**src/rtl/fcmp_sp_pkg.sv**
```systemverilog
// Shared types and field helpers for the single-precision comparator.
// Assumes IEEE 754 binary32 layout: sign 31, exponent 30:23, fraction 22:0.
package fcmp_sp_pkg;
    localparam int EXP_W  = 8;
    localparam int FRAC_W = 23;
    localparam int FP_W   = 1 + EXP_W + FRAC_W;
    localparam int FLAG_W = 5;
    localparam int INV_BIT = 4;

    typedef enum logic [1:0] {
        CMP_LE   = 2'b00,
        CMP_LT   = 2'b01,
        CMP_EQ   = 2'b10,
        CMP_NONE = 2'b11
    } cmp_op_e;

    typedef struct packed {
        logic is_nan;
        logic is_snan;
        logic is_zero;
        logic sign;
    } fp_class_t;
endpackage

```
**src/rtl/fcmp_sp_classify.sv**
```systemverilog
// Classifies one binary32 operand into NaN / signaling NaN / zero / sign.
// Assumes nothing about the operand; all bit patterns are legal inputs.
module fcmp_sp_classify
    import fcmp_sp_pkg::*;
(
    input  logic [FP_W-1:0] val,
    output fp_class_t       cls
);
    logic exp_ones;
    logic frac_nz;

    // decode the exponent and fraction fields into class bits
    always_comb begin
        exp_ones    = &val[FP_W-2 -: EXP_W];
        frac_nz     = |val[FRAC_W-1:0];
        cls.sign    = val[FP_W-1];
        cls.is_nan  = exp_ones && frac_nz;
        cls.is_snan = exp_ones && frac_nz && !val[FRAC_W-1];
        cls.is_zero = ~|val[FP_W-2:0];
    end
endmodule

```
**src/rtl/fcmp_sp_core.sv**
```systemverilog
// Combinational compare: computes equal / less-than / less-or-equal
// and the invalid indication for the selected operation code.
// Assumes the classifier outputs belong to the same a and b.
module fcmp_sp_core
    import fcmp_sp_pkg::*;
(
    input  logic [1:0]      op,
    input  logic [FP_W-1:0] a,
    input  logic [FP_W-1:0] b,
    input  fp_class_t       ca,
    input  fp_class_t       cb,
    output logic            res,
    output logic            inv
);
    logic any_nan, any_snan, both_zero, mag_lt, mag_eq;
    logic eq_v, lt_v, le_v;

    // raw magnitude relations on the lower 31 bits
    always_comb begin
        mag_lt = a[FP_W-2:0] < b[FP_W-2:0];
        mag_eq = a[FP_W-2:0] == b[FP_W-2:0];
    end

    // ordering relations for non-NaN operands
    always_comb begin
        any_nan   = ca.is_nan || cb.is_nan;
        any_snan  = ca.is_snan || cb.is_snan;
        both_zero = ca.is_zero && cb.is_zero;
        eq_v = both_zero || (ca.sign == cb.sign && mag_eq);
        if (ca.sign != cb.sign)
            lt_v = ca.sign && !both_zero;
        else
            lt_v = !mag_eq && (ca.sign ? !mag_lt : mag_lt);
        le_v = lt_v || eq_v;
    end

    // select by operation code and apply NaN rules
    always_comb begin
        unique case (cmp_op_e'(op))
            CMP_LE:  begin res = !any_nan && le_v; inv = any_nan;  end
            CMP_LT:  begin res = !any_nan && lt_v; inv = any_nan;  end
            CMP_EQ:  begin res = !any_nan && eq_v; inv = any_snan; end
            default: begin res = 1'b0;             inv = 1'b0;     end
        endcase
    end
endmodule

```
**src/rtl/fcmp_sp.sv**
```systemverilog
// Top of the single-precision comparator. Builds result and flag vectors
// and optionally registers them (OUT_REG=1) with synchronous active-low reset.
// Assumes XLEN >= 1.
module fcmp_sp
    import fcmp_sp_pkg::*;
#(
    parameter int XLEN    = 32,
    parameter bit OUT_REG = 1'b1
) (
    input  logic              clk,
    input  logic              rst_n,
    input  logic [1:0]        op,
    input  logic [FP_W-1:0]   a,
    input  logic [FP_W-1:0]   b,
    output logic [XLEN-1:0]   result,
    output logic [FLAG_W-1:0] fflags
);
    fp_class_t ca, cb;
    logic res_c, inv_c;
    logic [XLEN-1:0]   result_c;
    logic [FLAG_W-1:0] flags_c;

    fcmp_sp_classify u_cls_a (.val(a), .cls(ca));
    fcmp_sp_classify u_cls_b (.val(b), .cls(cb));

    fcmp_sp_core u_core (
        .op(op), .a(a), .b(b), .ca(ca), .cb(cb), .res(res_c), .inv(inv_c)
    );

    // widen the result bit and place invalid in the flag vector
    always_comb begin
        result_c = '0;
        result_c[0] = res_c;
        flags_c = '0;
        flags_c[INV_BIT] = inv_c;
    end

    generate
        if (OUT_REG) begin : g_reg
            // one-cycle output stage
            always_ff @(posedge clk) begin
                if (!rst_n) begin
                    result <= '0;
                    fflags <= '0;
                end else begin
                    result <= result_c;
                    fflags <= flags_c;
                end
            end
        end else begin : g_comb
            // direct pass-through
            always_comb begin
                result = result_c;
                fflags = flags_c;
            end
        end
    endgenerate

    // a NaN never produces a true result
    assert_nan_false_R1: assert property (@(posedge clk) disable iff (!rst_n)
        (ca.is_nan || cb.is_nan) |-> !res_c);
    // quiet NaNs never flag an equality
    assert_eq_quiet_R2: assert property (@(posedge clk) disable iff (!rst_n)
        (op == CMP_EQ && !ca.is_snan && !cb.is_snan) |-> !inv_c);
    // ordered comparisons flag every NaN
    assert_ord_nan_R3: assert property (@(posedge clk) disable iff (!rst_n)
        (op[1] == 1'b0 && (ca.is_nan || cb.is_nan)) |-> inv_c);
    // two zeros are never strictly ordered
    assert_zero_lt_R4: assert property (@(posedge clk) disable iff (!rst_n)
        (op == CMP_LT && ca.is_zero && cb.is_zero) |-> !res_c);
    // unused code stays silent
    assert_none_R7: assert property (@(posedge clk) disable iff (!rst_n)
        (op == CMP_NONE) |-> (!res_c && !inv_c));
    // only flag bit 4 and result bit 0 can be set
    assert_width_R8: assert property (@(posedge clk) disable iff (!rst_n)
        (fflags[3:0] == 4'b0) && (result[XLEN-1:1] == '0 || XLEN == 1));
    generate
        if (OUT_REG) begin : g_lat
            // registered outputs follow inputs by one cycle
            assert_latency_R9: assert property (@(posedge clk) disable iff (!rst_n)
                $past(rst_n) |-> (result[0] == $past(res_c) && fflags[INV_BIT] == $past(inv_c)));
        end
    endgenerate
endmodule

```
**config.mk**
```make
export PLATFORM = sky130hd
export DESIGN_NAME = fcmp_sp
export DESIGN_NICKNAME = d
export VERILOG_FILES = /design/src/rtl/fcmp_sp_pkg.sv /design/src/rtl/fcmp_sp_classify.sv /design/src/rtl/fcmp_sp_core.sv /design/src/rtl/fcmp_sp.sv
export SDC_FILE = /design/constraint.sdc
export NUM_CORES = 1
export LEC_CHECK = 0
export ABC_AREA = 1
export BUFFER_PORTS_ARGS = -buffer_cell sky130_fd_sc_hd__clkbuf_2
export CORE_AREA = 4 4 70 72
export CTS_BUF_LIST = sky130_fd_sc_hd__clkbuf_16
export DETAILED_ROUTE_END_ITERATION = 10
export DIE_AREA = 0 0 74 76
export PLACE_DENSITY = 0.76
export SYNTH_ARGS = -nofsm -noshare
export SYNTH_HDL_FRONTEND = slang
export SYNTH_SLANG_ARGS = --single-unit
export TNS_END_PERCENT = 100
```
**constraint.sdc**
```tcl
create_clock -name clk -period 1.41 [get_ports clk]
set_input_delay 0.2115 -clock clk [delete_from_list [all_inputs] [get_ports clk]]
set_output_delay 0.2115 -clock clk [all_outputs]
set_load 0.02 [all_outputs]
```
==> out/qor.txt <==
# rows -> 24
Worst Path Required -> 1.56 ns
Final Hold Viols -> 0
Hold Crit Start -> rst_n
synthesized area per cell -> 5.98 um2
Final Non-Filler Cells -> 422
DIE WIDTH -> 74 um
initial core utilization -> 0.376
vias in the first global route -> 1791
Worst Hold Depth -> 3
Post-Route WL -> 4410 um
crit path max-delay cell type -> ha_4
setup_tns -> 0 ns
worst setup margin -> 0.0278 ns
core area -> 0.00429 mm2
wire length per cell -> 10.5 um
DRC Markers -> 0
synth unique cells -> 25
final setup violation count -> 0
critical path type -> input pin to register
Max VDD drop -> 445 uV
share of cells above drive strength 1 -> 0.403
Power Total -> 0.00116 W
max-slew violation count -> 0
placed cells -> 418
PortBufs -> 69
DRT Pass-1 Iters -> 4
grt ovf -> 0
Yosys reg bits -> 2
status -> finished clean
Layout area overhead -> 54.0%
routed vias -> 1853
peak per-stage delay on the critical path -> 0.28 ns
clock buffer count from CTS -> 3
Leak -> 1.40 nW
RSZ-0062 raised after global routing -> true
Final ANT Viol Nets -> 0
clock tree buffer depth -> 2
GPL Wtd Cong -> 0.869
clock slew at reported path FFs -> 0.03 ns
layout net count -> 475
Period Utilization, post-route -> 0.980
hold path endpoint -> fflags[4]$_SDFF_PN0_
DR vias/cell -> 4.39
die area -> 0.00562 mm2
pin count of the biggest net entering global routing -> 4
CP Launch Type -> input pin
post-synthesis sequential area ratio -> 0.0248
Ant. Diodes -> 0
WP data arrival -> 1.53 ns
post-place setup slack -> -0.245 ns
synth warn -> 0
height of the chip -> 76 um
TritonCTS clock tree -> done
root buf cell -> clkbuf_16
total track usage -> 0.139
Detailed Route Iter0 Violations -> 31
Post-Synthesis Cells -> 270
first-pass GRT wire length -> 6700 um
CP cell instances -> clkbuf_2, inv_1, ha_4, nand3_2, buf_4, nor3_2, nand4_2, o21ai_2, nand2_2, a21oi_2
max cap viols -> 0
f_max -> 724 MHz
mapped cell area -> 0.00161 mm2
# hold bufs at CTS -> 0
pwr dens -> 466 mW/mm2
CP endpoint kind -> register
num ports -> 105
CP max FO -> 3
hold crit path type -> input pin to register
Tmin final -> 1.38 ns
initial antenna violation count -> 0
WHS -> 0.222 ns
clk sink count -> 2
CTS H-tree lvls -> 1
HPWL Detailed -> 3680 um
==> where the power goes <==
part	internal (W)	total (W)	switching, W	leakage, nW
clock	0.000360	0.000416	0.0000556	0.0370
sequential	0.0000595	0.0000602	0.000000704	0.0163
combinational	0.000300	0.000682	0.000382	1.35
==> how the worst max path moves through the flow <==
stage,from,end,slack (ns),cells after the start
floorplan,b[28],result[0]$_SDFF_PN0_,0.01,12
global placement,b[27],result[0]$_SDFF_PN0_,-0.22,13
detailed placement,b[28],result[0]$_SDFF_PN0_,-0.25,13
CTS,b[28],result[0]$_SDFF_PN0_,0.005,13
global route,a[25],result[0]$_SDFF_PN0_,-0.12,15
finish,b[28],result[0]$_SDFF_PN0_,0.03,10
==> worst max-delay path, delay by kind of cell <==
family	cells	cell delay (ns)
buffers and inverters	3	0.31
adders and majority gates	1	0.28
and+or+nand+nor	4	0.45
AOI/OAI and AO/OA	2	0.27
==> metrics by stage <==
stage                     area [um2]   util
final                           2480  0.579
after global routing            2480  0.579
after CTS                       2210  0.514
after detailed placement        2100  0.490
after global placement          2100  0.490
after floorplan                 1750      -
==> synthesized netlist by cell type (all sizes together) <==
master	instances	share of area
nor3	5	0.019
o22ai	1	0.0039
nand4	11	0.047
ha	35	0.27
dfxtp	2	0.025
a21oi	12	0.040
nor4	7	0.027
inv	54	0.13
nor2b	1	0.0039
buf	35	0.16
nor2	26	0.067
nand3	9	0.028
nand2	65	0.15
o21ai	3	0.012
conb	1	0.0023
or2	1	0.0039
a21o	2	0.0093
==> registers in the layout (all words and copies together) (netlist names) <==
signal / count
fflags: 1
result: 1
==> placed cells by master, fill, tap and decap left out, drive strengths merged <==
cell,n
nor3,5
o22ai,1
or2,1
ha,35
clkbuf,71
nor4,7
nor2,26
nand4,11
nand3,9
o21ai,3
a21o,2
inv,54
dfxtp,2
buf,30
nor2b,1
a21oi,12
nand2,65
conb,35
==> area by class of cell <==
class | count | area (um2)
clock buffer | 3 | 75.1
inverter | 54 | 203
fill | 395 | 1810
tap | 52 | 65.1
multi-input combinational | 213 | 1540
sequential | 2 | 40.0
timing repair buffer | 98 | 563
==> kinds of logic after synthesis <==
group           after synthesis  share of synthesized area
other cells                   1                    0.00232
fa+ha+maj                    35                      0.271
buf+inv                      89                      0.288
simple gates                125                      0.349
flops                         2                     0.0248
compound gates               18                     0.0643
==> per-layer routing <==
layer  vias up  routed length [um]  GRT usage  part of all wire
li1        992                   -          -                 -
met1       800                1740      0.162              0.39
met2        57                2370      0.265              0.54
met3         4                 270     0.0119             0.061
met4         0                  27     0.0254            0.0061
met5         -                   0          0                 0
==> timing repair <==
item                       4_1_cts  5_1_grt
hold endpoints to repair         0        0
setup endpoints to repair        1        1
pin swaps                        1        6
buffers inserted                 1        0
resized for setup                5       35
Note: power is estimated with default switching activity, not from simulation.
